`src/rtl/sys_cfg_decode.sv`:
```
module sys_cfg_decode #(
  parameter int          DATA_W  = 16,
  parameter logic [11:0] CFG_OFS = 12'h000
) (
  input  logic              clk,
  input  logic              rst_n,
  input  logic              berr_n,
  input  logic              freeze,
  input  logic [19:0]       cpu_addr,
  input  logic              ext_hi_drive,
  input  logic [3:0]        ext_hi_addr,
  input  logic              bus_valid,
  input  logic              bus_write,
  input  logic [DATA_W-1:0] wdata,
  output logic [23:0]       bus_addr,
  output logic              blk_sel,
  output logic [DATA_W-1:0] rdata,
  output logic              trk_oe,
  output logic              addr_lo_oe,
  output logic              rw_oe
);
  localparam logic [10:0] WIN_TAG = 11'h7FF;
  localparam int          MAP_B   = DATA_W - 1;
  localparam int          TRK_B   = DATA_W - 2;
  localparam int          ALO_B   = DATA_W - 3;
  localparam int          RW_B    = DATA_W - 4;

  logic       map_q;
  logic       written_q;
  logic       berr_smp_q;
  logic [2:0] dis_q;
  logic       ofs_hit;
  logic       cfg_wr;
  logic       cfg_rd;

  assign bus_addr[19:0]  = cpu_addr;
  assign bus_addr[23:20] = ext_hi_drive ? ext_hi_addr : {4{cpu_addr[19]}};

  assign blk_sel = (bus_addr[23:12] == {map_q, WIN_TAG});
  assign ofs_hit = (bus_addr[11:1] == CFG_OFS[11:1]);
  assign cfg_wr  = bus_valid &  bus_write & blk_sel & ofs_hit;
  assign cfg_rd  = bus_valid & ~bus_write & blk_sel & ofs_hit;

  always_ff @(posedge clk) begin
    if (!rst_n) begin
      map_q      <= 1'b1;
      written_q  <= 1'b0;
      berr_smp_q <= berr_n;
      dis_q      <= {3{~berr_n}};
    end else if (cfg_wr) begin
      written_q <= 1'b1;
      dis_q     <= wdata[TRK_B:RW_B];
      if (!written_q) map_q <= wdata[MAP_B];
    end
  end

  always_comb begin
    rdata = '0;
    if (cfg_rd) begin
      rdata[MAP_B]      = map_q;
      rdata[TRK_B:RW_B] = dis_q;
    end
  end

  assign trk_oe     = ~(dis_q[2] & ~freeze);
  assign addr_lo_oe = ~dis_q[1];
  assign rw_oe      = ~dis_q[0];


  map_locked_chk: assert property (@(posedge clk) disable iff (!rst_n)
    written_q |=> map_q == $past(map_q));


  written_sticky_chk: assert property (@(posedge clk) disable iff (!rst_n)
    written_q |=> written_q);


  sel_base_chk: assert property (@(posedge clk) disable iff (!rst_n)
    blk_sel |-> bus_addr[23] == map_q);


  hidden_win_chk: assert property (@(posedge clk) disable iff (!rst_n)
    (!map_q && !ext_hi_drive) |-> !blk_sel);


  trk_freeze_chk: assert property (@(posedge clk) disable iff (!rst_n)
    !trk_oe |-> !freeze);


  rw_follow_chk: assert property (@(posedge clk) disable iff (!rst_n)
    cfg_wr |=> rw_oe == !$past(wdata[RW_B]));


  dis_reset_chk: assert property (@(posedge clk)
    (!rst_n && !berr_smp_q && $past(!rst_n)) |-> dis_q == 3'b111);
endmodule

```
`config.mk`:
```
export PLATFORM = sky130hd
export DESIGN_NAME = sys_cfg_decode
export DESIGN_NICKNAME = d
export VERILOG_FILES = /design/src/rtl/sys_cfg_decode.sv
export SDC_FILE = /design/constraint.sdc
export NUM_CORES = 1
export LEC_CHECK = 0
export BUFFER_PORTS_ARGS = -buffer_cell sky130_fd_sc_hd__buf_4
export CORE_MARGIN = 4
export CORE_UTILIZATION = 26
export CTS_BUF_LIST = sky130_fd_sc_hd__clkbuf_8 sky130_fd_sc_hd__clkbuf_16
export CTS_CLUSTER_SIZE = 24
export DETAILED_ROUTE_END_ITERATION = 8
export HOLD_SLACK_MARGIN = 0.12
export PLACE_DENSITY = 0.76
export SKIP_CTS_REPAIR_TIMING = 1
export SYNTH_ARGS = -nofsm -noshare
export SYNTH_HDL_FRONTEND = slang
export SYNTH_SLANG_ARGS = --single-unit
```
`constraint.sdc`:
```
create_clock -name clk -period 1.8 [get_ports clk]
set_clock_uncertainty 0.15 [all_clocks]
set_input_delay 0.18 -clock clk [delete_from_list [all_inputs] [get_ports clk]]
set_output_delay 0.18 -clock clk [all_outputs]
set_load 0.02 [all_outputs]
```
==> results of run 1 <==
## stage by stage
step / utilization [%] / power [mW] / setup WS, ps
3_5_place_dp: 43.9 / 0.359 / -123
5_1_grt: 52.1 / 0.607 / -29.0
6_report: 52.1 / 0.579 / 36.8
4_1_cts: 45.9 / 0.561 / -35.9
2_1_floorplan: - / 0.281 / -51.5
3_3_place_gp: 43.9 / 0.355 / -88.5
## worst min-delay path by stage
stage	to	slack [ps]	cells after the start
final	dis_q[0]	90	3
after floorplan	written_q	180	2
after global placement	bus_addr[0]	210	0
after detailed placement	bus_addr[0]	210	0
after CTS	map_q	50	2
after global routing	dis_q[0]	120	3
## critical path, cell delays in order
cell and delay, ps:
sky130_fd_sc_hd__buf_4 130, sky130_fd_sc_hd__nand2b_4 130, sky130_fd_sc_hd__a211o_1 300, sky130_fd_sc_hd__or3_4 370, sky130_fd_sc_hd__nor3_2 140, sky130_fd_sc_hd__buf_4 170
## registers in the layout (all words and copies together) (netlist names)
signal     cells
dis_q          3
map_q          1
written_q      1
## cell type report
| type | instances | area (um^2) | area share [%] |
|---|---|---|---|
| Inverter | 5 | 18.8 | 1.61 |
| Tap cell | 28 | 35.0 | 3.01 |
| Timing Repair Buffer | 73 | 579 | 49.8 |
| Multi-Input combinational cell | 50 | 355 | 30.5 |
| Clock inverter | 1 | 3.75 | 0.323 |
| Sequential cell | 5 | 130 | 11.2 |
| Clock buffer | 3 | 41.3 | 3.55 |
## power breakdown
part / internal, mW / switching, mW / total (mW)
clock: 0.146 / 0.0519 / 0.198
sequential: 0.130 / 0.00199 / 0.132
combinational: 0.118 / 0.132 / 0.249
total: 0.393 / 0.185 / 0.579
## cells in the final DEF (no fill, tap or decap), drive strengths merged, types with 2 or more instances in the layout
cell type,instances
buf,71
conb,12
nand2,11
inv,6
o21ai,5
nand4,3
nor4,3
clkbuf,3
edfxtp,3
nand2b,3
nor3,2
and2,2
dlygate4sd3,2
dfxtp,2
## kinds of logic (layout without fill, tap and decap cells)
kind of cell              Yosys count  after routing
buffers and inverters              38             82
and+or+nand+nor                    28             28
AOI/OAI and AO/OA                   8              8
DFF                                 5              5
other                               1             12
xor gates and xnor gates            1              1
muxes                               1              1
## routing by layer
| layer | GRT usage [%] | wire [um] | up-vias |
|---|---|---|---|
| met3 | 4.37 | 213 | 2 |
| met1 | 8.56 | 548 | 314 |
| met5 | 0 | 0 | - |
| li1 | - | - | 343 |
| met4 | 4.75 | 14 | 0 |
| met2 | 20.6 | 1150 | 37 |
==> flow_metrics.py, run 1 <==
metrics = {
    "synth": {
        "synth_area_leader_cell": "sky130_fd_sc_hd__buf_4",
        "synth.top_cells.by_area": "sky130_fd_sc_hd__buf_4 39%, sky130_fd_sc_hd__edfxtp_1 15%, sky130_fd_sc_hd__nand2_1 6.7%",
        "synth_flop_cell": "sky130_fd_sc_hd__edfxtp_1",
        "synth_compound_area_share_pct": 8.33,
        "synth-seq-cells": 5,
        "netlist.area_leader.share_pct": 39.0,
        "yosys_warnings": 0,
        "postSynthCellCount": 82,
        "synth_enable_flop_cells": 3,
        "post_synth_fa_ha_maj_area_fraction_pct": 0,
        "mappedNetlistArea_um2": 616,
        "synth_cell_types": 22,
        "synth.avg_cell_area_um2": 7.51,
        "synth_common_cells": "32 x sky130_fd_sc_hd__buf_4, 11 x sky130_fd_sc_hd__nand2_1, 5 x sky130_fd_sc_hd__inv_1, 5 x sky130_fd_sc_hd__o21ai_0",
        "seq_area_frac_synth_pct": 21.1,
        "combinational_family_with_the_most_area_after_synthesis": "buffers and inverters",
        "synthSimpleGateAreaFrac_pct": 24.2,
        "most_numerous_cell_in_the_yosys_netlist": "sky130_fd_sc_hd__buf_4",
        "post_synthesis_share_of_cell_area_spent_on_xor_and_xnor_gates_pct": 1.42,
        "post_synth_mux_area_share_pct": 1.63,
        "ys_async_sr_fraction_pct": 0,
    },
    "layout": {
        "antenna_cells": 0,
        "area_growth_pct": 89.0,
        "final_nets": 185,
        "nFillCells": 206,
        "post_route_cells_drive_above_1_share_pct": 62.8,
        "finalInstanceArea_um2": 1160,
        "layout.cells.non_filler": 165,
    },
    "run_status": {
        "result_of_the_run": "completed",
    },
    "timing": {
        "finalSetupViolations": 0,
        "worst_hold_slack_ps": 92.6,
        "min_clock_period_post_route_ps": 1760,
        "final_min_period_over_clock_period_pct": 98.0,
        "maxClockFrequency_mhz": 567,
        "finalHoldViolCount": 0,
        "maxSlewViolCount": 0,
        "setup_total_negative_slack_ps": 0,
    },
    "die": {
        "site_rows": 17,
        "start_util_pct": 27.6,
        "top_level_ports": 91,
        "core_area_um2": 2230,
        "die_extent_in_x_um": 56.7,
        "die-area_um2": 3210,
        "die_height_um": 56.7,
    },
    "placed_design": {
        "area_after_detailed_placement_um2": 981,
        "inst_count_dp": 159,
        "buffer_ports.inserted": 64,
        "gp_congestion": 0.823,
        "dp.final_hpwl_um": 1620,
    },
    "setup_path": {
        "endpoint_of_the_worst_setup_timing_path": "rdata[13]",
        "end_kind": "output pin",
        "critical_path.startpoint_type": "input port",
        "worst_reg_to_reg_cells": 4,
        "worstPathMaxFanout": 5,
        "criticalPathCategory": "input port to output pin",
        "arrival_ps": 1430,
        "worstReg2RegStart": "map_q",
        "timing.rr.end": "dis_q[2]",
        "reg2reg_setup_slack_ps": 150,
        "worst-endpoint-required_ps": 1470,
        "crit_start": "ext_hi_drive",
    },
    "global_route": {
        "track_usage_pct": 10.4,
        "pin_count_of_the_biggest_net_entering_global_routing": 11,
        "total_congestion_overflow_after_global_routing": 0,
        "grt_pass1_vias": 668,
        "grt_first_pass_wirelength_um": 2720,
        "antenna_found_initial": 0,
    },
    "detailed_routing": {
        "drtPass1Iterations": 3,
        "drt-total-wl_um": 1930,
        "ant_nets": 0,
        "route.vias.total": 696,
        "detail_route.iter0.violations": 8,
        "detailed_route_drc_error_count": 0,
        "via_per_inst": 4.22,
        "wl_per_cell_um": 11.7,
    },
    "cts": {
        "cts.reportedPaths.clkPinSlew_ps": 30,
        "cts_tree": "built",
        "clock_sinks": 5,
        "cts_max_path_buffers": 2,
        "clock_insertion_delay_worst_skew_ps": 220,
        "tritoncts.num_buffers": 3,
        "cts_max_level": 1,
        "cts.root.buffer_cell": "sky130_fd_sc_hd__clkbuf_8",
    },
    "power": {
        "p_leak_nw": 0.592,
        "power.ir.vdd_worst_v": 0.000285,
        "power.density_cell_area_nw_per_um2": 497,
    },
    "worst_hold_path": {
        "holdCritStartpoint": "wdata[12]",
        "worst_hold_check_path_type": "input port to flip-flop",
    },
    "job": {
        "max_cap_viol_count": 0,
    },
}
(Power assumes the default switching activity.)
==> run 2: changes to the inputs <==
- ABC_AREA: not set -> 1
- CORE_UTILIZATION: 26 -> 28
- PLACE_DENSITY: 0.76 -> 0.77
==> run 2 against run 1 <==
Effect of this change:
- final area fell by 6.6%
- synthesized cell count rose by 26%
- cell count rose by 11%
- critical endpoint is now rdata[15]
- hold slack improved by 4.0 ps
- sequential cell count did not move
- first-iteration DRC count rose to 2.5 times the previous value
==> flow_metrics.py, run 2 <==
metrics = {
    "synth": {
        "mappedNetlistArea_um2": 681,
        "netlist.area_leader.share_pct": 35.3,
        "synth.top_cells.by_area": "sky130_fd_sc_hd__buf_4 35%, sky130_fd_sc_hd__nand2_1 14%, sky130_fd_sc_hd__edfxtp_1 13%",
        "yosys_warnings": 0,
        "synth_flop_cell": "sky130_fd_sc_hd__edfxtp_1",
        "synth.avg_cell_area_um2": 6.61,
        "seq_area_frac_synth_pct": 19.1,
        "synth_common_cells": "32 x sky130_fd_sc_hd__buf_4, 25 x sky130_fd_sc_hd__nand2_1, 13 x sky130_fd_sc_hd__nor2_1",
        "postSynthCellCount": 103,
        "ys_async_sr_fraction_pct": 0,
        "synth_area_leader_cell": "sky130_fd_sc_hd__buf_4",
        "synth_cell_types": 18,
        "synth_enable_flop_cells": 3,
        "most_numerous_cell_in_the_yosys_netlist": "sky130_fd_sc_hd__buf_4",
        "synth-seq-cells": 5,
    },
    "layout": {
        "largest_reg_flops": 3,
        "most_flops_register": "dis_q",
        "layout.cells.non_filler": 183,
        "finalInstanceArea_um2": 1090,
        "nFillCells": 225,
        "antenna_cells": 0,
        "final_nets": 203,
        "post_route_cells_drive_above_1_share_pct": 50.3,
        "layout_common_cells": "66 x sky130_fd_sc_hd__buf_4, 25 x sky130_fd_sc_hd__nand2_1, 13 x sky130_fd_sc_hd__nor2_1",
        "area_growth_pct": 59.7,
        "commonest_non_fill_non_tap_cell_in_the_layout": "sky130_fd_sc_hd__buf_4",
        "reg_top3": "dis_q (3), map_q (1), written_q (1)",
    },
    "die": {
        "start_util_pct": 30.2,
        "top_level_ports": 91,
        "die_extent_in_x_um": 57.3,
        "die_height_um": 57.3,
        "core_area_um2": 2250,
        "site_rows": 17,
        "die-area_um2": 3280,
    },
    "detailed_routing": {
        "ant_nets": 0,
        "detailed_route_drc_error_count": 0,
        "detail_route.iter0.violations": 20,
        "wl_per_cell_um": 9.58,
        "drtPass1Iterations": 4,
        "route.vias.total": 714,
        "via_per_inst": 3.90,
        "drt-total-wl_um": 1750,
    },
    "setup_path": {
        "reg2reg_setup_slack_ps": 290,
        "worstPathMaxFanout": 5,
        "crit_start": "map_q",
        "end_kind": "output pin",
        "worstReg2RegStart": "map_q",
        "worst_reg_to_reg_cells": 7,
        "arrival_ps": 1370,
        "worst-endpoint-required_ps": 1470,
        "criticalPathCategory": "flip-flop to output pin",
        "timing.rr.end": "dis_q[0]",
        "critical_path.startpoint_type": "flip-flop",
    },
    "worst_hold_path": {
        "whs_path_depth": 3,
        "holdCritStartpoint": "wdata[12]",
        "worst_hold_path.endpoint": "dis_q[0]",
        "worst_hold_check_path_type": "input port to flip-flop",
    },
    "placed_design": {
        "area_after_detailed_placement_um2": 1000,
        "buffer_ports.inserted": 64,
        "dp.final_hpwl_um": 1560,
        "inst_count_dp": 175,
        "gp_congestion": 0.768,
    },
    "run_status": {
        "result_of_the_run": "completed",
    },
    "power": {
        "p_leak_nw": 0.648,
        "power_switching_mw": 0.176,
        "fin_total_pwr_mw": 0.558,
        "p_int_mw": 0.381,
        "share_comb_of_total_power_pct": 40.8,
        "power.ir.vdd_worst_v": 0.000336,
        "switching_share_of_power_pct": 31.7,
        "power_frac_clock_pct": 35.7,
        "seqPwrFrac_pct": 23.5,
        "power.density_cell_area_nw_per_um2": 513,
    },
    "timing": {
        "maxSlewViolCount": 0,
        "min_clock_period_post_route_ps": 1700,
        "finalHoldViolCount": 0,
        "finalSetupViolations": 0,
        "maxClockFrequency_mhz": 587,
        "grt_setup_unrepaired": "true",
        "worst_hold_slack_ps": 96.6,
        "final_min_period_over_clock_period_pct": 94.7,
        "setup_total_negative_slack_ps": 0,
    },
    "global_route": {
        "track_usage_pct": 10.2,
        "total_congestion_overflow_after_global_routing": 0,
        "grt_first_pass_wirelength_um": 2660,
        "antenna_found_initial": 0,
        "pin_count_of_the_biggest_net_entering_global_routing": 8,
        "grt_pass1_vias": 639,
    },
    "job": {
        "max_cap_viol_count": 0,
    },
    "cts": {
        "clock_insertion_delay_worst_skew_ps": 220,
        "cts_max_path_buffers": 2,
        "cts_tree": "built",
        "cts.root.buffer_cell": "sky130_fd_sc_hd__clkbuf_8",
        "tritoncts.num_buffers": 3,
        "cts_max_level": 1,
        "clock_sinks": 5,
        "cts.reportedPaths.clkPinSlew_ps": 30,
    },
}
-- run 2: cell count changes in the layout (fill, tap and decap cells not counted), sizes merged, moves of 2 or more --
cell / previous run / this run
buf: 71 / 66
inv: 6 / 13
nand2: 11 / 28
nand2b: 3 / 0
nand3: 1 / 5
nor2: 1 / 14
nor3: 2 / 0
nor4: 3 / 0
o21ai: 5 / 0
or2: 0 / 2
-- run 2: power groups by stage --
| stage | Sequential [mW] | Combinational [mW] | Clock (mW) |
|---|---|---|---|
| global route | 0.132 | 0.246 | 0.209 |
| detailed placement | 0.133 | 0.223 | 0 |
| floorplan | 0.132 | 0.156 | 0 |
| finish | 0.131 | 0.227 | 0.199 |
| global placement | 0.133 | 0.219 | 0 |
| CTS | 0.131 | 0.224 | 0.206 |
-- run 2: kinds of logic after synthesis --
kind of cell           count (synthesis)  synth area share, %
buffers and inverters                 44                 41.9
other                                  1                0.551
and+or+nand+nor                       52                 37.3
DFF                                    5                 19.1
AOI/OAI and AO/OA                      1                 1.10
-- run 2: worst max-delay path, stage by stage, from the launching register on --
cell and delay, ps:
sky130_fd_sc_hd__dfxtp_1 360, sky130_fd_sc_hd__inv_1 70, sky130_fd_sc_hd__nand2_1 80, sky130_fd_sc_hd__nand3_2 90
sky130_fd_sc_hd__nor2_4 160, sky130_fd_sc_hd__nand4_4 120, sky130_fd_sc_hd__nor2_1 130, sky130_fd_sc_hd__buf_4 150
-- run 2: layer usage --
layer  wire [um]  vias to the layer above  global-route usage (%)  share of wire [%]
met5           0                        -                       0                  0
met2         975                       43                    19.4                 56
met3         197                        4                   0.905                 11
met4          44                        0                    7.95                2.5
li1            -                      370                       -                  -
met1         537                      297                    9.86                 31
-- run 2: worst max path at each step --
stage	slack [ps]	cells past startpoint	to
detailed placement	190	9	rdata[15]
floorplan	170	7	rdata[12]
global placement	240	10	rdata[15]
finish	100	7	rdata[15]
CTS	50	7	rdata[15]
global route	-20	7	rdata[14]
-- run 2: layout make-up --
cell class	instances	area, um^2	area share, %
well taps	28	35.0	3.22
flip-flops and latches	5	130	12.0
multi-input cells	65	307	28.2
clock inverters	1	3.75	0.345
repair buffers	69	526	48.3
clock buffers	3	41.3	3.80
inverters	12	45.0	4.14
-- run 2: through the flow --
step | setup WS [ps] | utilization, %
floorplan | 169 | -
global placement | 245 | 44.6
detailed placement | 193 | 44.6
CTS | 49.6 | 46.6
global route | -21.9 | 48.2
finish | 96.0 | 48.2
